==> src/rtl/phy_train_sched_pkg.sv <==
package phy_train_sched_pkg;
  localparam int NPH      = 5;
  localparam int PH_W     = $clog2(NPH);
  localparam int RANK_W   = 2;
  localparam int EN_LSB   = 2;
  localparam int RANK_LSB = 8;
  localparam int CFG_LSB  = 2;
  localparam int CFG_MSB  = 23;
  localparam int CFG_W    = CFG_MSB - CFG_LSB + 1;
  localparam int RANKS_W  = (NPH - 1) * RANK_W;

  typedef enum logic [1:0] {ST_IDLE, ST_ISSUE, ST_WAIT, ST_FIN} st_e;

  typedef struct packed {
    logic            hit;
    logic [PH_W-1:0] idx;
  } pick_t;

  // lowest enabled phase with index >= from
  function automatic pick_t pick_next(logic [NPH-1:0] en, int from);
    pick_t r;
    r.hit = 1'b0;
    r.idx = '0;
    for (int i = NPH - 1; i >= 0; i--) begin
      if (en[i] && i >= from) begin
        r.hit = 1'b1;
        r.idx = PH_W'(i);
      end
    end
    return r;
  endfunction

  // phase 0 has no rank field and drives every rank
  function automatic logic [RANK_W-1:0] rank_of(logic [RANKS_W-1:0] ranks,
                                                logic [PH_W-1:0] idx);
    logic [RANK_W-1:0] r;
    r = '1;
    for (int i = 1; i < NPH; i++)
      if (int'(idx) == i) r = ranks[(i-1)*RANK_W +: RANK_W];
    return r;
  endfunction
endpackage

==> src/rtl/phy_train_sched_cfg.sv <==
module phy_train_sched_cfg
  import phy_train_sched_pkg::*;
(
  input  logic             clk,
  input  logic             rst_n,
  input  logic             load,
  input  logic [CFG_W-1:0] wfield,
  output logic [31:0]      cfg_word
);
  logic [CFG_W-1:0] store_q;

  always_ff @(posedge clk) begin
    if (!rst_n)    store_q <= '0;
    else if (load) store_q <= wfield;
  end

  assign cfg_word = {{(31-CFG_MSB){1'b0}}, store_q, {CFG_LSB{1'b0}}};
endmodule

==> src/rtl/phy_train_sched_seq.sv <==
module phy_train_sched_seq
  import phy_train_sched_pkg::*;
(
  input  logic               clk,
  input  logic               rst_n,
  input  logic               start_acc,
  input  logic [NPH-1:0]     new_en,
  input  logic [NPH-1:0]     cfg_en,
  input  logic [RANKS_W-1:0] cfg_ranks,
  input  logic [NPH-1:0]     phase_done,
  output logic               busy,
  output logic               done,
  output logic               phase_finish,
  output logic [NPH-1:0]     phase_start,
  output logic [RANK_W-1:0]  phase_rank
);
  st_e             st_q;
  logic [PH_W-1:0] cur_q;
  logic            done_q;
  pick_t           first_pick;
  pick_t           next_pick;

  assign first_pick   = pick_next(new_en, 0);
  assign next_pick    = pick_next(cfg_en, int'(cur_q) + 1);
  assign phase_finish = (st_q == ST_WAIT) && phase_done[cur_q];

  always_ff @(posedge clk) begin
    if (!rst_n) begin
      st_q   <= ST_IDLE;
      cur_q  <= '0;
      done_q <= 1'b0;
    end else begin
      case (st_q)
        ST_IDLE: if (start_acc) begin
          done_q <= 1'b0;
          if (first_pick.hit) begin
            st_q  <= ST_ISSUE;
            cur_q <= first_pick.idx;
          end else begin
            st_q <= ST_FIN;
          end
        end
        ST_ISSUE: st_q <= ST_WAIT;
        ST_WAIT: if (phase_finish) begin
          if (next_pick.hit) begin
            st_q  <= ST_ISSUE;
            cur_q <= next_pick.idx;
          end else begin
            st_q   <= ST_IDLE;
            done_q <= 1'b1;
          end
        end
        default: begin
          st_q   <= ST_IDLE;
          done_q <= 1'b1;
        end
      endcase
    end
  end

  assign busy        = (st_q != ST_IDLE);
  assign done        = done_q;
  assign phase_start = (st_q == ST_ISSUE) ? (NPH'(1) << cur_q) : '0;
  assign phase_rank  = (st_q == ST_ISSUE || st_q == ST_WAIT) ?
                       rank_of(cfg_ranks, cur_q) : '0;
endmodule

==> src/rtl/phy_train_sched.sv <==
module phy_train_sched
  import phy_train_sched_pkg::*;
(
  input  logic              clk,
  input  logic              rst_n,
  input  logic              reg_wr,
  input  logic [31:0]       reg_wdata,
  output logic [31:0]       reg_rdata,
  output logic [NPH-1:0]    phase_start,
  output logic [RANK_W-1:0] phase_rank,
  input  logic [NPH-1:0]    phase_done
);
  logic        busy;
  logic        done;
  logic        wr_accept;
  logic        run_launch;
  logic        phase_finish;
  logic [31:0] cfg_word;
  logic        unused_wbits;

  assign wr_accept    = reg_wr && !busy;
  assign run_launch   = wr_accept && reg_wdata[0];
  assign unused_wbits = ^{reg_wdata[31:CFG_MSB+1], reg_wdata[1]};

  phy_train_sched_cfg u_cfg (
    .clk      (clk),
    .rst_n    (rst_n),
    .load     (wr_accept),
    .wfield   (reg_wdata[CFG_MSB:CFG_LSB]),
    .cfg_word (cfg_word)
  );

  phy_train_sched_seq u_seq (
    .clk          (clk),
    .rst_n        (rst_n),
    .start_acc    (run_launch),
    .new_en       (reg_wdata[EN_LSB +: NPH]),
    .cfg_en       (cfg_word[EN_LSB +: NPH]),
    .cfg_ranks    (cfg_word[RANK_LSB +: RANKS_W]),
    .phase_done   (phase_done),
    .busy         (busy),
    .done         (done),
    .phase_finish (phase_finish),
    .phase_start  (phase_start),
    .phase_rank   (phase_rank)
  );

  assign reg_rdata = cfg_word | {30'b0, done, busy};
endmodule

==> config.mk <==
export PLATFORM = sky130hd
export DESIGN_NAME = phy_train_sched
export DESIGN_NICKNAME = d
export VERILOG_FILES = /design/src/rtl/phy_train_sched_pkg.sv /design/src/rtl/phy_train_sched_cfg.sv /design/src/rtl/phy_train_sched_seq.sv /design/src/rtl/phy_train_sched.sv
export SDC_FILE = /design/constraint.sdc
export NUM_CORES = 1
export LEC_CHECK = 0
export BUFFER_PORTS_ARGS = -buffer_cell sky130_fd_sc_hd__buf_2
export CORE_MARGIN = 2
export CORE_UTILIZATION = 42
export DETAILED_ROUTE_END_ITERATION = 8
export PLACE_DENSITY = 0.76
export REMOVE_ABC_BUFFERS = 1
export SLEW_MARGIN = 20
export SYNTH_ARGS = -nofsm -noshare
export SYNTH_HDL_FRONTEND = slang
export SYNTH_SLANG_ARGS = --single-unit
==> constraint.sdc <==
create_clock -name clk -period 2.1 [get_ports clk]
set_clock_uncertainty 0.2 [all_clocks]
set_input_delay 0.42 -clock clk [delete_from_list [all_inputs] [get_ports clk]]
set_output_delay 0.42 -clock clk [all_outputs]
set_load 0.01 [all_outputs]
## After elaboration in Yosys (flattened, before gate mapping)

Cells that the tools add are included.

| word-level totals | value |
|---|---|
| flip-flop bits (word level) | 28 |
| latch bits | 0 |
| RAM bits | 0 |
| memory bits (read-only) | 0 |
| input port bits | 40 |
| output and inout bits | 39 |
| word-level logic and storage cells | 73 |
| memories | 0 |

| cells by class | value |
|---|---|
| add/sub/neg operators | 1 |
| $mul | 0 |
| divide/modulo/power cells | 0 |
| order comparisons | 6 |
| eq/ne operators | 11 |
| shift-type cells | 1 |
| muxes and demuxes | 32 |
| bitwise gates (word level) | 2 |
| reduce and logical (&&, ||, !) cells | 16 |

Operators with widths:

| cell | count |
|---|---|
| $ge A3 B32 Y1 const A | 2 |
| $mux W4 | 10 |
| $ge A1 B32 Y1 const A | 1 |
| $ge A2 B32 Y1 const A | 1 |
| $ge A4 B32 Y1 const A | 1 |
| $or A24 B2 Y24 | 1 |
| $mux W2 | 8 |
| $mux W3 | 4 |
| $eq A3 B3 Y1 const B | 3 |
| $logic_and A1 B1 Y1 | 8 |
| $ne A2 B2 Y1 const B | 3 |
| $pmux W2 S3 | 1 |
| $pmux W3 S2 | 1 |
| $mux W1 | 5 |
| $mux W5 | 1 |
| $reduce_and A5 Y1 | 1 |
| $shl A1 B3 Y5 const A | 1 |
| $add A3 B1 Y4 const B | 1 |
| $lt A3 B4 Y1 const B | 1 |
| $ne A2 B1 Y1 const B | 2 |
| $reduce_and A4 Y1 | 1 |
| $reduce_bool A2 Y1 | 2 |
| $bmux W1 S3 | 1 |
| $eq A3 B2 Y1 const B | 1 |
| other kinds (8) | 8 |

## Logic depth before layout (Yosys ltp)

Gate-level depths: netlist of the first run.

| depth | value |
|---|---|
| depth after elaboration | 11 |
| depth in mapped cells | 8 |
| mapped depth without buffers | 7 |

## Hierarchy

From an unflattened synthesis of the first run, not the netlist that was laid out.

| second synthesis, totals | value |
|---|---|
| cells, all modules | 193 |
| area, all modules | 1,838.0 um^2 |

Modules (own cells, without submodules):

| module | instances | cells an instance | area each (um^2) | sequential area each (um^2) |
|---|---|---|---|---|
| phy_train_sched_cfg | 1 | 82 | 935.9 | 440.4 |
| phy_train_sched_seq | 1 | 107 | 870.8 | 120.1 |
| phy_train_sched | 1 | 4 | 31.3 | 0.0 |

## Least setup slack after synthesis of the first run

No wires, ideal clock.

| timing path | value |
|---|---|
| path type | register to register |
| from | reg u_seq.cur_q[1] |
| to | reg u_seq.done_q (netlist: u_seq.done) |
| library setup time | 0.072 ns |
| data arrival time | 1.848 ns |
| data required time | 1.828 ns |
| path slack | -0.020 ns |
| cell stages (with the launch flop) | 7 |
| path buffers | 0 |
| clock period less this slack | 2.120 ns |
| cells stage by stage | dfxtp_1 -> ha_1 -> ha_1 -> a31oi_2 -> o221ai_1 -> a211oi_2 -> mux2i_1 |

| on the way | value |
|---|---|
| cells in the longest elaborated chain, start to end | 10 |
| elaborated cells on any way between the ends | 22 |
| those cells by class | add/sub: 1; order compare: 5; eq/ne: 2; mux: 7; reduce/logical: 7 |

Ends and longest elaborated chain:

| element | RTL line | text |
|---|---|---|
| from (decl) | phy_train_sched_seq.sv:18 | `logic [PH_W-1:0] cur_q;` |
| from (signal assigned) | phy_train_sched_seq.sv:38 | `cur_q <= first_pick.idx;` |
| from (signal assigned) | phy_train_sched_seq.sv:47 | `cur_q <= next_pick.idx;` |
| $add A3 B1 Y4 | phy_train_sched_seq.sv:24 | `assign next_pick = pick_next(cfg_en, int'(cur_q) + 1);` |
| $ge A4 B32 Y1 | phy_train_sched_pkg.sv:25 | `if (en[i] && i >= from) begin` |
| $logic_and A1 B1 Y1 | phy_train_sched_pkg.sv:25 |  |
| $mux W4 (5 in a row) | phy_train_sched_pkg.sv:25 |  |
| $ne A2 B2 Y1 (no source line) | - |  |
| $reduce_and A4 Y1 (no source line) (*) | - |  |
| to (signal assigned) | phy_train_sched_seq.sv:31 | `done_q <= 1'b0;` |
| to (signal assigned) | phy_train_sched_seq.sv:35 | `done_q <= 1'b0;` |
| to (signal assigned) | phy_train_sched_seq.sv:50 | `done_q <= 1'b1;` |
| to (decl) | phy_train_sched_seq.sv:19 | `logic done_q;` |

Mark *: on every way between the ends. The rest lies on a longest branch, timed or not. The select of a mux whose other input is x is not followed.
A chain may end at the register's enable or synchronous reset.

## Worst setup path after layout of the first run

| timing path | value |
|---|---|
| from | reg u_seq.cur_q[1] |
| to | out phase_rank[1] |

| on the way | value |
|---|---|
| cells in the longest elaborated chain, start to end | 6 |
| elaborated cells on any way between the ends | 9 |
| those cells by class | eq/ne: 4; mux: 5 |

Ends and longest elaborated chain:

| element | RTL line | text |
|---|---|---|
| $eq A3 B2 Y1 | phy_train_sched_pkg.sv:39 | `if (int'(idx) == i) r = ranks[(i-1)*RANK_W +: RANK_W];` |
| $mux W2 (3 in a row) | phy_train_sched_pkg.sv:39 |  |
| $mux W2 (*) | phy_train_sched_pkg.sv:39 |  |
| $mux W2 (*) | phy_train_sched_seq.sv:64 | `assign phase_rank = (st_q == ST_ISSUE \|\| st_q == ST_WAIT) ?` |
| to (decl) | phy_train_sched.sv:10 | `output logic [RANK_W-1:0] phase_rank,` |

Mark *: on every way between the ends. The rest lies on a longest branch, timed or not.

==> results of run 1 <==
-- worst min-delay path, stage by stage --
cell and delay, ps:
buf_2 90, nand2_1 40, a21oi_1 50
-- power by group through the flow --
| stage | sequential [W] | clock [W] | combinational (W) |
|---|---|---|---|
| after detailed placement | 0.000762 | 0 | 0.00139 |
| after global placement | 0.000759 | 0 | 0.00136 |
| final | 0.000777 | 0.000427 | 0.00161 |
| after CTS | 0.000767 | 0.000437 | 0.00156 |
| after floorplan | 0.000820 | 0 | 0.000863 |
| after global routing | 0.000797 | 0.000461 | 0.00178 |
-- how the worst max path moves through the flow --
stage	startpoint	slack (ps)	to
after global placement	u_seq.cur_q[0]	10	u_seq.done
after detailed placement	u_seq.cur_q[0]	-60	u_seq.done
after global routing	u_seq.cur_q[1]	-160	phase_rank[1]
after floorplan	u_seq.cur_q[0]	-90	u_seq.done
after CTS	u_seq.cur_q[1]	-90	phase_rank[0]
final	u_seq.cur_q[1]	-60	phase_rank[1]
-- cell type report --
| cell class | instances | area share (%) |
|---|---|---|
| clock inverter | 1 | 1.330 |
| multi-input combinational | 158 | 48.56 |
| timing repair buffer | 74 | 18.02 |
| inverter | 12 | 2.217 |
| sequential | 28 | 25.28 |
| tap | 50 | 2.772 |
| clock buffer | 3 | 1.829 |
-- layout by cell type, fill, tap and decap left out, types with 3 or more instances in the layout --
master / instances
a211oi_2: 3
a21oi_1: 31
a31oi_1: 4
and2_1: 5
buf_2: 61
buf_4: 12
clkbuf_8: 3
conb_1: 8
dfxtp_1: 24
ha_4: 5
inv_1: 9
mux2i_1: 3
nand2_1: 52
nor2_1: 5
-- repair_timing --
| action | 4_1_cts | 5_1_grt |
|---|---|---|
| gates cloned | 0 | 0 |
| endpoints found under the setup margin | 6 | 9 |
| setup buffers | 2 | 0 |
| pin swaps | 4 | 2 |
| gates resized for setup | 18 | 11 |
-- cells by family (layout without fill, tap and decap cells) --
logic type,after synthesis,after routing,share of synthesized area [%]
other cells,1,8,0.2210
fa+ha+maj,9,9,6.637
mux,3,3,1.770
compound gates,63,63,27.43
simple gates,75,75,20.72
buf+inv,31,90,10.18
flops,28,28,33.04
-- per-stage QoR --
step | total power (W) | cell area [sq um]
floorplan | 0.001683 | 1595
finish | 0.002817 | 2257
global placement | 0.002116 | 2046
CTS | 0.002762 | 2211
detailed placement | 0.002151 | 2046
global route | 0.003043 | 2257
-- state kept, by name, indices dropped and copies added (netlist names) --
signal         flops
u_seq.cur_q        3
u_seq.done         1
u_cfg.store_q     22
u_seq.st_q         2
-- per-layer routing --
metal	part of all wire (%)	vias to the layer above	global-route usage [%]
met4	1.8	0	6.888
met2	49	53	33.46
li1	-	843	-
met3	5.3	6	3.500
met5	0	-	0
met1	44	787	24.95
==> flow_summary_export.csv, run 1 <==
group,metric,value,unit
hold_path,hp-class,"primary input to register",
yosys,synth-seq-cells,28,
timing,fin_crit_sh,102.9,%
critical_path,cp_data_required_time,1480,ps
critical_path,worstSetupEndpointType,"primary output",
yosys,synth-edff-count,0,
pwr,p_sw,0.001147,W
pwr,ir_drop,0.0005852,V
drt,detail_route.wl_per_cell,13.04,microns
critical_path,crit_top_cell,"a21oi_1",
global_routing,grt_pass1_vias,1553,
timing,hold_viol,0,
yosys,synth_flop_cell,"dfxtp_1",
finish,multi_input_area,1096,sq um
yosys,synth_area,1697,sq um
pwr,p_per_area,1248,nW/um^2
drt,drt-initial-drc-count,69,
floorplanning,fp.coreArea,3943,sq um
clock_tree,cts_tree,"yes",
pwr,pwr-share-comb,57.3,%
critical_path,worstPathCellList,"buf_6 -> inv_6 -> ha_4 -> a221oi_2 -> a21oi_1 -> a21oi_1 -> buf_2",
yosys,yosysTopAreaCellShare,33.04,%
timing,rsz0062_at_grt,"yes",
floorplanning,die_width,67.56,microns
floorplanning,ios,79,
yosys,synth_most_common_cell,"nand2_1",
yosys,yosysUniqueCellTypes,47,
hold_path,worstHoldEndpoint,"u_cfg.store_q[12]",
timing,maxSlewViolCount,0,
critical_path,crit_fanout,3,
timing,fmax,462.8,MHz
yosys,ys_seq_area_share,33.04,%
job,maxCapViolations,0,
clock_tree,cts_buffer_depth,2,
clock_tree,postCtsHoldBufs,0,
clock_tree,worstSkewPairLatency,270,ps
placement,place_congestion,0.9589,
placement,pre_cts_slack,-57.84,ps
placement,dp.cells,320,
drt,viasPerCell,5.181,
critical_path,r2r_end,"u_seq.cur_q[1]",
hold_path,hold_depth,3,
floorplanning,dieArea,4564,sq um
clock_tree,h-tree-depth,1,
placement,numPortBuffers,61,
finish,utilization,57.25,%
finish,drive_gt1_share,41.67,%
global_routing,grt_pass1_wl,6.886,mm
clock_tree,numCtsBuffers,3,
pwr,p_seq_share,27.6,%
yosys,synth_warnings,0,
timing,timing.setup.tns,-119.9,ps
yosys,yosysTopAreaCell,"dfxtp_1",
critical_path,worstPathArrival,1540,ps
placement,dp_hpwl,3.094,mm
yosys,ys_top_cells_by_area,"dfxtp_1, nand2_1, a21oi_1, ha_1, buf_4",
yosys,async_reset_ff_share,0,%
floorplanning,die_h,67.56,microns
finish,layout.cells.non_filler,326,
global_routing,grt.overflow.total,0,
status,violations,"setup timing",
drt,vias,1689,
yosys,postSynthCellCount,210,
clock_tree,clkSlewWorstSetupHoldPaths,100,ps
critical_path,worstSetupPathType,"register to primary output",
floorplanning,rows,23,
critical_path,path_delay_family,"compound AO/OA/AOI/OAI gates",
clock_tree,root_buffer,"clkbuf_8",
pwr,p_sw_share,40.73,%
finish,area_delta_synth_final,33.04,%
global_routing,grt_antenna_before_repair,0,
pwr,pwr-share-clk,15.1,%
timing,setup_viol,2,
timing,period_needed,2161,ps
critical_path,r2r_slack,100,ps
clock_tree,cts_sinks,28,
yosys,avgSynthCellArea,8.079,sq um
status,status,"finished with violations",
global_routing,grt_usage,19.71,%
timing,fin_ws,-60.74,ps
critical_path,crit_path_max_incr_delay,380,ps
critical_path,crit_cells,7,
timing,whs,169.6,ps
finish,diodes,0,
finish,fill_cells,369,
critical_path,crit_buf_inv,3,
critical_path,r2r_cells,7,
global_routing,grt_max_degree,23,
drt,route.antenna.remaining_nets,0,
critical_path,r2r-start,"u_seq.cur_q[1]",
finish,nets,326,
floorplanning,start_util,43.03,%
drt,drcViolationCount,0,
drt,drt-total-wl,4.250,mm
hold_path,worstHoldStart,"reg_wdata[14]",
pwr,p_leak,0.9992,nW
critical_path,slowest_stage,"dfxtp_4",
drt,dr.pass1.iters,4,
critical_path,critPathLaunchType,"register",
yosys,synth_top_cells_by_count,"nand2_1, a21oi_1, dfxtp_1",
finish,seq_area,570.5,sq um
pwr,intPower,0.001670,W
Power figures use the tool's default switching activity.
==> inputs of run 2 (changes only) <==
Settings changed: PLACE_DENSITY 0.76 to 0.88, SKIP_CTS_REPAIR_TIMING set to 1.
==> run 2 against run 1 <==
The run still ends with setup timing left. Maximum frequency fell by 1.7%. Worst setup slack got worse by 38 ps. Critical path depth fell by 1. Count of clock-buffer cells in the layout did not move. Sequential power barely moved. Utilization rose by 0.51 points. Design area rose by 0.89%.
==> flow_summary_export.csv, run 2 (synthesis gave the netlist of run 1 again) <==
group,metric,value,unit
critical_path,worstPathCellList,"ha_2 -> ha_4 -> a221oi_2 -> a21oi_1 -> a21oi_1 -> buf_2",
pwr,p_leak,1.017,nW
hold_path,hp-class,"primary input to register",
critical_path,r2r_slack,40,ps
floorplanning,dieArea,4564,sq um
drt,viasPerCell,5.167,
finish,nets,330,
drt,dr.pass1.iters,4,
clock_tree,clkSlewWorstSetupHoldPaths,100,ps
hold_path,worstHoldStart,"reg_wdata[22]",
global_routing,grt_max_degree,23,
global_routing,grt_pass1_wl,6.996,mm
global_routing,grt_antenna_before_repair,0,
finish,utilization,57.76,%
placement,place_congestion,0.9196,
clock_tree,numCtsBuffers,3,
finish,regMostFlops,"u_cfg.store_q",
timing,period_needed,2198,ps
critical_path,slowest_stage,"dfxtp_4",
drt,detail_route.wl_per_cell,13.38,microns
timing,maxSlewViolCount,0,
timing,setup_viol,2,
placement,dp_hpwl,3.214,mm
job,maxCapViolations,0,
timing,hold_viol,0,
pwr,ir_drop,0.0005933,V
finish,final_cell_mix,"buf_2, nand2_1, a21oi_1, dfxtp_1, buf_4",
critical_path,path_delay_family,"adder cells",
pwr,p_per_area,1261,nW/um^2
clock_tree,cts_buffer_depth,2,
critical_path,worstPathArrival,1580,ps
critical_path,r2r-start,"u_seq.cur_q[0]",
timing,timing.setup.tns,-169.7,ps
finish,largest_reg_flops,22,
critical_path,crit_fanout,6,
critical_path,worstSetupPathType,"register to primary output",
drt,drt-initial-drc-count,49,
timing,fin_ws,-98.50,ps
critical_path,r2r_cells,7,
timing,whs,170.3,ps
hold_path,worstHoldEndpoint,"u_cfg.store_q[20]",
finish,final_area,2277,sq um
critical_path,cp_data_required_time,1480,ps
critical_path,crit_buf_inv,1,
clock_tree,worstSkewPairLatency,270,ps
drt,route.antenna.remaining_nets,0,
floorplanning,fp.coreArea,3943,sq um
finish,top_regs,"u_cfg.store_q (22), u_seq.cur_q (3), u_seq.st_q (2)",
status,violations,"setup timing",
global_routing,grt.overflow.total,0,
placement,numPortBuffers,61,
floorplanning,ios,79,
floorplanning,die_width,67.56,microns
timing,fin_crit_sh,104.7,%
finish,diodes,0,
clock_tree,cts_sinks,28,
finish,drive_gt1_share,42.50,%
global_routing,grt_pass1_vias,1629,
clock_tree,h-tree-depth,1,
status,status,"finished with violations",
hold_path,hold_depth,3,
critical_path,r2r_end,"u_seq.cur_q[2]",
drt,drcViolationCount,0,
clock_tree,cts_tree,"yes",
finish,final_common_cell,"buf_2",
global_routing,grt_usage,19.95,%
floorplanning,rows,23,
floorplanning,start_util,43.03,%
critical_path,crit_top_cell,"a21oi_1",
drt,vias,1705,
timing,rsz0062_at_grt,"yes",
critical_path,critPathLaunchType,"register",
timing,fmax,454.9,MHz
critical_path,worstSetupEndpointType,"primary output",
critical_path,crit_path_max_incr_delay,370,ps
floorplanning,die_h,67.56,microns
placement,dpl_cell_area,2076,sq um
finish,area_delta_synth_final,34.22,%
placement,pre_cts_slack,-76.57,ps
drt,drt-total-wl,4.415,mm
clock_tree,root_buffer,"clkbuf_8",
## run 2: final cells by class
class / count / area [sq um]
Timing Repair Buffer: 78 / 436.7
Fill cell: 357 / 1665
Multi-Input combinational cell: 158 / 1089
Clock buffer: 3 / 41.29
Inverter: 12 / 47.55
Tap cell: 50 / 62.56
Clock inverter: 1 / 30.03
Sequential cell: 28 / 570.5
## run 2: worst max path at each step
stage	startpoint	to	depth (start not counted)
2_1_floorplan	u_seq.cur_q[0]	u_seq.done	6
3_3_place_gp	u_seq.cur_q[0]	u_seq.done	6
3_5_place_dp	u_seq.cur_q[0]	u_seq.cur_q[2]	7
4_1_cts	u_seq.cur_q[0]	phase_rank[1]	6
5_1_grt	u_seq.cur_q[1]	phase_rank[1]	7
6_report	u_seq.cur_q[0]	phase_rank[1]	6
## run 2: through the flow
stage	power [W]	cells
after global placement	0.002144	324
after CTS	0.002634	328
final	0.002871	330
after detailed placement	0.002200	324
after floorplan	0.001683	198
after global routing	0.003080	330
## run 2: routing by layer
| layer | track usage [%] | vias up | share of wire (%) |
|---|---|---|---|
| met5 | 0 | - | 0 |
| met2 | 35.42 | 55 | 49 |
| met4 | 8.929 | 0 | 1.9 |
| met3 | 3.333 | 6 | 5.8 |
| li1 | - | 851 | - |
| met1 | 23.29 | 793 | 43 |
## run 2: worst min-delay path, stage by stage
cell and delay [ps]:
buf_2 100, nand2_1 40, a21oi_1 50
## run 2: where the power goes
group / internal (W) / switching, W / total (W)
Clock: 0.000255 / 0.000175 / 0.000431
Combinational: 0.000779 / 0.000884 / 0.00166
Sequential: 0.000668 / 0.000109 / 0.000777
Total: 0.00170 / 0.00117 / 0.00287
